File: src/rtl/shadow_dec_pkg.sv
// Shared constants and types for the shadow RAM decoder.
// Assumes an 8-bit configuration port.
package shadow_dec_pkg;
    localparam int          CFG_W      = 8;
    localparam logic [7:0]  IDX_USR_RD = 8'h19;
    localparam logic [7:0]  IDX_USR_WR = 8'h1A;
    localparam logic [7:0]  IDX_SMM    = 8'h1C;
    localparam logic [7:0]  USR_MASK   = 8'h7F;
    localparam logic [7:0]  SMM_MASK   = 8'h77;
    localparam int          NUM_SEG    = 4;   // C, D, E, F segments

    typedef struct packed {
        logic [CFG_W-1:0] usr_rd;
        logic [CFG_W-1:0] usr_wr;
        logic [CFG_W-1:0] smm;
    } shadow_cfg_t;
endpackage

File: src/rtl/shadow_cfg_port.sv
// Index/data configuration port holding the three enable registers.
// Assumes single-cycle write strobes. Reserved bits are never stored,
// so they read back as zero. Unknown indices read zero and drop writes.
module shadow_cfg_port
    import shadow_dec_pkg::*;
(
    input  logic              clk,
    input  logic              rst_n,
    input  logic              cfg_wr,
    input  logic              cfg_sel,
    input  logic [CFG_W-1:0]  cfg_wdata,
    output logic [CFG_W-1:0]  cfg_rdata,
    output shadow_cfg_t       cfg_o
);
    logic [CFG_W-1:0] idx_q;
    shadow_cfg_t      regs_q;

    // Index register and enable registers, written through the port.
    always_ff @(posedge clk) begin
        if (!rst_n) begin
            idx_q  <= '0;
            regs_q <= '0;
        end else if (cfg_wr) begin
            if (!cfg_sel) begin
                idx_q <= cfg_wdata;
            end else begin
                case (idx_q)
                    IDX_USR_RD: regs_q.usr_rd <= cfg_wdata & USR_MASK;
                    IDX_USR_WR: regs_q.usr_wr <= cfg_wdata & USR_MASK;
                    IDX_SMM:    regs_q.smm    <= cfg_wdata & SMM_MASK;
                    default:    ;
                endcase
            end
        end
    end

    // Read mux for the currently indexed register.
    always_comb begin
        case (idx_q)
            IDX_USR_RD: cfg_rdata = regs_q.usr_rd;
            IDX_USR_WR: cfg_rdata = regs_q.usr_wr;
            IDX_SMM:    cfg_rdata = regs_q.smm;
            default:    cfg_rdata = '0;
        endcase
    end

    assign cfg_o = regs_q;

    // a data write never moves the index.
    p_index_hold_r2: assert property (@(posedge clk) disable iff (!rst_n)
        (cfg_wr && cfg_sel) |=> $stable(idx_q));
endmodule

File: src/rtl/shadow_seg_lut.sv
// Combinational route lookup for one host address.
// Assumes byte addresses of ADDR_W > 20 bits. Only the first MiB is decoded.
module shadow_seg_lut
    import shadow_dec_pkg::*;
#(
    parameter int ADDR_W = 24
) (
    input  logic [ADDR_W-1:0] addr,
    input  logic              wr,
    input  logic              smm,
    input  shadow_cfg_t       cfg,
    output logic              hit_dram,
    output logic              hit_isa
);
    localparam int SEG_W = $clog2(NUM_SEG);

    logic             in_mib;
    logic             upper;
    logic [SEG_W-1:0] seg;
    logic [1:0]       slice;
    logic [CFG_W-1:0] usr_bits;
    logic [NUM_SEG-1:0] usr_en;
    logic [NUM_SEG-1:0] smm_en;
    logic             en;

    assign in_mib   = ~|addr[ADDR_W-1:20];
    assign upper    = (addr[19:18] == 2'b11);
    assign seg      = addr[17:16];
    assign slice    = addr[15:14];
    assign usr_bits = wr ? cfg.usr_wr : cfg.usr_rd;

    // The C segment is sliced and has no management bits of its own.
    assign usr_en[0] = usr_bits[slice];
    assign smm_en[0] = usr_bits[slice];

    // Per-segment enables for D, E and F in both modes.
    for (genvar g = 1; g < NUM_SEG; g++) begin : g_seg
        assign usr_en[g] = usr_bits[g + 3];
        assign smm_en[g] = wr ? cfg.smm[g - 1] : cfg.smm[g + 3];
    end

    // Pick the enable set for this cycle.
    always_comb begin
        en = smm ? smm_en[seg] : usr_en[seg];
    end

    assign hit_dram = in_mib & (~upper | en);
    assign hit_isa  = in_mib & upper & ~en;
endmodule

File: src/rtl/shadow_smm_decoder.sv
// Top level: captures each host cycle on its start strobe, decodes it,
// and holds the route until the host signals completion.
// Assumes cyc_done is only asserted for an open cycle.
module shadow_smm_decoder
    import shadow_dec_pkg::*;
#(
    parameter int ADDR_W = 24
) (
    input  logic              clk,
    input  logic              rst_n,
    input  logic              cfg_wr,
    input  logic              cfg_sel,
    input  logic [7:0]        cfg_wdata,
    output logic [7:0]        cfg_rdata,
    input  logic              cyc_start,
    input  logic              cyc_done,
    input  logic [ADDR_W-1:0] cyc_addr,
    input  logic              cyc_wr,
    input  logic              smm_act_n,
    output logic              route_valid,
    output logic              route_dram,
    output logic              route_isa,
    output logic              route_smm,
    output logic [19:0]       dram_addr
);
    shadow_cfg_t cfg;
    logic        lut_dram;
    logic        lut_isa;
    logic        accept;
    logic        busy_q, dram_q, isa_q, smm_q, hi_q;
    logic [19:0] addr_q;

    shadow_cfg_port u_cfg (
        .clk       (clk),
        .rst_n     (rst_n),
        .cfg_wr    (cfg_wr),
        .cfg_sel   (cfg_sel),
        .cfg_wdata (cfg_wdata),
        .cfg_rdata (cfg_rdata),
        .cfg_o     (cfg)
    );

    shadow_seg_lut #(.ADDR_W(ADDR_W)) u_lut (
        .addr     (cyc_addr),
        .wr       (cyc_wr),
        .smm      (~smm_act_n),
        .cfg      (cfg),
        .hit_dram (lut_dram),
        .hit_isa  (lut_isa)
    );

    assign accept = cyc_start & ~busy_q;

    // Capture the decision at the strobe and keep it until completion.
    always_ff @(posedge clk) begin
        if (!rst_n) begin
            busy_q <= 1'b0;
            dram_q <= 1'b0;
            isa_q  <= 1'b0;
            smm_q  <= 1'b0;
            hi_q   <= 1'b0;
            addr_q <= '0;
        end else if (accept) begin
            busy_q <= 1'b1;
            dram_q <= lut_dram;
            isa_q  <= lut_isa;
            smm_q  <= ~smm_act_n;
            hi_q   <= |cyc_addr[ADDR_W-1:20];
            addr_q <= cyc_addr[19:0];
        end else if (busy_q && cyc_done) begin
            busy_q <= 1'b0;
            dram_q <= 1'b0;
            isa_q  <= 1'b0;
        end
    end

    assign route_valid = busy_q;
    assign route_dram  = dram_q;
    assign route_isa   = isa_q;
    assign route_smm   = smm_q;
    assign dram_addr   = addr_q;

    // the two routes exclude each other and are quiet when idle.
    p_route_excl_r12: assert property (@(posedge clk) disable iff (!rst_n)
        !(route_dram && route_isa) && (route_valid || (!route_dram && !route_isa)));

    // an open cycle keeps its decision until done.
    p_route_hold_r9: assert property (@(posedge clk) disable iff (!rst_n)
        (route_valid && !cyc_done) |=> (route_valid && $stable(route_dram)
                                        && $stable(route_isa) && $stable(route_smm)));

    // low memory always lands in DRAM.
    p_low_dram_r7: assert property (@(posedge clk) disable iff (!rst_n)
        (route_valid && !hi_q && dram_addr[19:18] != 2'b11) |-> route_dram);

    // above 1 MiB nothing is claimed.
    p_above_none_r8: assert property (@(posedge clk) disable iff (!rst_n)
        (route_valid && hi_q) |-> (!route_dram && !route_isa));

    // a strobe during an open cycle leaves the address alone.
    p_busy_start_r11: assert property (@(posedge clk) disable iff (!rst_n)
        (route_valid && cyc_start && !cyc_done) |=> $stable(dram_addr));
endmodule

File: config.mk
export PLATFORM = sky130hd
export DESIGN_NAME = shadow_smm_decoder
export DESIGN_NICKNAME = d
export VERILOG_FILES = /design/src/rtl/shadow_dec_pkg.sv /design/src/rtl/shadow_cfg_port.sv /design/src/rtl/shadow_seg_lut.sv /design/src/rtl/shadow_smm_decoder.sv
export SDC_FILE = /design/constraint.sdc
export NUM_CORES = 1
export LEC_CHECK = 0
export BUFFER_PORTS_ARGS = -buffer_cell sky130_fd_sc_hd__buf_4
export CAP_MARGIN = 20
export CORE_ASPECT_RATIO = 1.1
export CORE_UTILIZATION = 25
export DETAILED_ROUTE_END_ITERATION = 8
export HOLD_SLACK_MARGIN = 0.06
export PLACE_DENSITY = 0.56
export SLEW_MARGIN = 20
export SYNTH_ARGS = -nofsm -noshare
export SYNTH_HDL_FRONTEND = slang
export SYNTH_SLANG_ARGS = --single-unit
File: constraint.sdc
create_clock -name clk -period 2.5 [get_ports clk]
set_clock_uncertainty 0.2 [all_clocks]
set_input_delay 0.25 -clock clk [delete_from_list [all_inputs] [get_ports clk]]
set_output_delay 0.25 -clock clk [all_outputs]
set_load 0.05 [all_outputs]
Word level (Yosys, flattened, before mapping)
Cells that the tools add are included.
{ "word_totals": {"in_bits": 40, "output_inout_bits": 32, "elab_cells": 49, "ff_bits": 52} }
{ "classes": {"reduce_logical": 8, "mux": 16, "bitwise": 10, "n_lt_le_gt_ge": 2, "n_eq_ne": 4} }
{ "op_table": {"columns": ["operator", "n"], "rows": [
  ["$eq A8 B5 Y1 const B", 3],
  ["$pmux W7 S3", 1],
  ["$mux W1", 11],
  ["$reduce_and A3 Y1", 3],
  ["$mux W7", 1],
  ["$bmux W1 S2", 3],
  ["$not A1 Y1", 5],
  ["$and A1 B1 Y1", 4],
  ["$lt A2 B4 Y1 const B", 1],
  ["$reduce_or A4 Y1", 1],
  ["$lt A2 B3 Y1 const B", 1],
  ["$eq A2 B2 Y1 const B", 1],
  ["$reduce_and A2 Y1", 1],
  ["$reduce_bool A2 Y1", 1],
  ["$logic_and A1 B1 Y1", 1],
  ["$logic_not A1 Y1", 1],
  ["$or A1 B1 Y1", 1]
]} }

Depth between registers and ports, before layout
{ "depth": {"word_depth": 9, "mapped_depth": 5, "depth_no_buf": 4} }

Hierarchy
Synthesis repeated with hierarchy kept, for this count alone.
{ "unflattened": {"hier_cells": 278, "hier_area_um2": 2605.0} }
{ "modules_own_cells": {"columns": ["module", "area_each_um2", "seq_area_each_um2", "instances", "cells_each"], "rows": [
  ["shadow_cfg_port", 1346.3, 560.5, 1, 152],
  ["shadow_smm_decoder", 1031.0, 480.5, 1, 108],
  ["shadow_seg_lut", 227.7, 0.0, 1, 18]
]} }

Least setup slack after synthesis
OpenSTA, ideal clock, no wires.
{ "synth_path": {"kind": "reg2out", "from": "register u_cfg.idx_q[6]", "to": "output cfg_rdata[0]", "path_stages_with_launch": 5, "path_slack_ps": 281, "n_path_buf": 0, "t_arrival_ps": 1769, "required_ps": 2050, "path_cell_list": "dfxtp_1 > nand4bb_4 > nor4_1 > a222oi_1 > inv_1"} }
{ "synth_via": {"elab_chain_len": 2, "elab_cells_between_ends": 4, "cone_classes": "eq/ne: 3; mux: 1"} }
{ "synth_rtl": {"columns": ["item", "line", "source"], "rows": [
  ["start, declared", "shadow_cfg_port.sv:15", "logic [CFG_W-1:0] idx_q;"],
  ["start signal, assigned", "shadow_cfg_port.sv:25", "idx_q <= cfg_wdata;"],
  ["$eq A8 B5 Y1", "shadow_cfg_port.sv:39", "case (idx_q)"],
  ["$pmux W7 S3 *", "shadow_cfg_port.sv:39", null],
  ["end, declared", "shadow_smm_decoder.sv:14", "output logic [7:0] cfg_rdata,"]
]} }
Mark *: on every way between the ends. The rest lies on a longest branch, timed or not.

Worst setup path after layout
{ "layout_path": {"from": "register u_cfg.idx_q[6]", "to": "output cfg_rdata[5]"} }
The elaborated chain is that of the path after synthesis.

==> impl_results.md <==
- Antenna violations before repair: 0
- Pins Over Slew Limit: 0
- Post-CTS Setup Inserts: 0
- GRT Overall Usage: 12.7%
- Worst-Skew Late Latency: 0.30 ns
- First-pass GRT wire length: 9830 um
- Final RePlAce weighted congestion: 0.766
- Syn nets: 303
- Worst endpoint required time: 2.05 ns
- Max-cap viol count: 0
- Sw power: 0.000468 W
- CTS tree: built
- CP arrival: 1.79 ns
- Largest net degree at the start of global routing: 42
- Number of diodes: 0
- Crit path time final: 2.24 ns
- Hold_sp: rst_n
- Hold_ws: 0.0929 ns
- Outcome: finished, final reports clean
- Worst R2R End: u_cfg.cfg_o[1]
- Startpoint types: flip-flop
- Sequential share of power: 48.1%
- Setup-failing EPs final: 0
- Pwr/cell area: 529 nW/um^2
- Hold Fails Final Rpt: 0
- Tightest Pin Transition: 0.579 ns
- Post-synthesis average cell area: 8.94 um^2
- Port Buffer Count: 70
- Post-synth ARST share: 0%
- DP HPWL: 4400 um
- Worst Hold Endpoint: dram_addr[19]
- Crit Path Class: reg2out
- P_leak: 1.50 nW
- R2R Setup Slk: 0.57 ns
- H-tree Lvls: 2
- Total Wirelength: 6230 um
- Max FO, Critical Path: 7
- Synth warnings: 0
- Post-Synthesis Cells: 263
- Detailed-route DRC error count: 0
- Switching Share: 25.8%
- Post-synth cell types: 31
- EDFF count, synth: 0
- FF-to-FF path depth: 4
- Nets: 400
- Initial DRT Pass Iterations: 4
- Relative slew slack: 61.1%
- Initial Util: 26.1%
- Seq/Total Area, Yosys: 44.3%
- Top_reg_cell synth: dfxtp_1
- CTS resizes: 0
- Cell-internal power: 0.00135 W
- Standard-cell rows: 36
- Num CTS Buffers: 5
- RR Startpoint: u_cfg.idx_q[2]
- Number of fill cells: 918
- Drt wl/cell: 13.1 um
- Layout cells sized above 1: 25.5%
- Min-Delay Path Class: in2reg
- Vias: 2149
- CTS Buffer Depth: 2
- Synth Register Bits: 52
- Area grow syn2layout: 45.9%
- Final ANT Viol Nets: 0
- Sink Count: 52
- Clk pwr share: 34.6%
- Number of I/O pins: 72
- Reg clk slew, reported paths: 0.09 ns
- Die Span Y: 104 um
- Nature of the critical path endpoint: output pin
- Peak supply drop: 286 uV
- Gr ovfl total: 0
- Final Cycle Share: 89.6%
- Root Driver: clkbuf_8
- RSZ-0062 raised after global routing: false
- CORE AREA: 9010 um^2
- Synthesized cell area: 2350 um^2
- Die area: 9800 um^2
- Vias in the first global route: 2039
- Iteration-0 DRC Markers: 63
- Final core occ: 38.1%
- Accumulated negative setup slack: 0 ns
- Die W: 94.5 um
- Fmax: 446 MHz
- Worst Hold Depth: 2
- Logic pwr share: 17.3%
- Vias per cell: 4.52
state kept, by name, summed over array words and instances, names as in the netlist:
| name | count |
|---|---|
| dram_addr | 20 |
| route_dram | 1 |
| route_isa | 1 |
| u_cfg.cfg_o | 20 |
| route_valid | 1 |
| u_cfg.idx_q | 8 |
| route_smm | 1 |
cell usage after synthesis, drive strengths merged, types with 2 or more instances:
master | n | area (um^2)
a222oi | 3 | 30.0
and3 | 4 | 25.0
nor4 | 5 | 46.3
nand2b | 7 | 43.8
clkbuf | 15 | 56.3
nand3 | 2 | 10.0
dfxtp | 52 | 1040
a31oi | 2 | 12.5
nand2 | 87 | 327
mux4 | 4 | 90.1
mux2i | 23 | 230
nor2b | 8 | 50.1
a21boi | 29 | 218
nor2 | 2 | 7.51
inv | 3 | 11.3
a22oi | 3 | 22.5
per-layer routing:
layer	GRT usage, %	vias to the layer above	share of wire, %
met5	0	-	0
met4	3.14	0	0.80
met2	21.3	78	47
li1	-	1095	-
met1	16.2	970	46
met3	2.79	6	6.2
worst max-delay path by stage:
| stage | from | endpoint | cells past startpoint |
|---|---|---|---|
| finish | u_cfg.idx_q[6] | cfg_rdata[5] | 6 |
| CTS | u_cfg.idx_q[2] | cfg_rdata[5] | 6 |
| global route | u_cfg.idx_q[6] | cfg_rdata[5] | 6 |
| detailed placement | u_cfg.idx_q[2] | u_cfg.cfg_o[4] | 4 |
| global placement | u_cfg.idx_q[6] | cfg_rdata[5] | 6 |
| floorplan | u_cfg.idx_q[6] | cfg_rdata[0] | 4 |
critical path, cell delays in order, from the launching register on:
cell and delay (ns):
dfxtp_1 0.32, nand4bb_4 0.27, nor4_1 0.27, buf_4 0.21, a22oi_1 0.10, nand2_1 0.10, buf_4 0.21
repair_timing:
action	CTS	global route
hold endpoints to repair	49	0
endpoints found under the setup margin	0	0
hold buffers	30	0
power groups by stage:
stage | registers [W] | logic (W) | clock network (W)
floorplan | 0.000967 | 0.0000872 | 0
global placement | 0.000892 | 0.000277 | 0
detailed placement | 0.000894 | 0.000278 | 0
CTS | 0.000874 | 0.000316 | 0.000651
global route | 0.000877 | 0.000340 | 0.000682
finish | 0.000874 | 0.000313 | 0.000628
area by class of cell:
| cell class | instances | area [um^2] | share of cell area (%) |
|---|---|---|---|
| multi-input cells | 192 | 1240 | 36.1 |
| flip-flops and latches | 52 | 1040 | 30.4 |
| repair buffers | 106 | 871 | 25.4 |
| well taps | 114 | 143 | 4.16 |
| clock buffers | 7 | 96.3 | 2.81 |
| clock inverters | 1 | 30.0 | 0.876 |
| inverters | 3 | 11.3 | 0.328 |
kinds of logic (layout without fill, tap and decap cells):
family | count (synthesis) | count (layout) | share of synthesized area, %
AOI/OAI and AO/OA | 45 | 45 | 14.9
buffers and inverters | 19 | 117 | 3.19
DFF | 52 | 52 | 44.3
muxes | 27 | 27 | 13.6
other | 1 | 1 | 0.160
and+or+nand+nor | 119 | 119 | 23.8
layout by cell type, fill, tap and decap left out, types with 2 or more instances in the layout:
cell           instances
nor4_1                 4
a22oi_1                3
and3_1                 4
a31oi_1                2
dlygate4sd3_1         30
nand2_1               87
nor2_1                 2
inv_1                  3
nor2b_1                7
nand3_1                2
mux2i_1               23
dfxtp_1               52
buf_4                 76
clkbuf_8               7
mux4_2                 4
a222oi_1               3
a21boi_0              29
nand2b_1               7
through the flow:
| stage | power, W | instances | setup slack (ns) | cell area (um^2) |
|---|---|---|---|---|
| detailed placement | 0.00117 | 437 | 0.576 | 3000 |
| global placement | 0.00117 | 437 | 0.606 | 3000 |
| finish | 0.00182 | 475 | 0.260 | 3430 |
| floorplan | 0.00105 | 263 | 0.281 | 2350 |
| global route | 0.00190 | 475 | 0.0875 | 3430 |
| CTS | 0.00184 | 475 | 0.272 | 3430 |
Note: power is estimated with default switching activity, not from simulation.
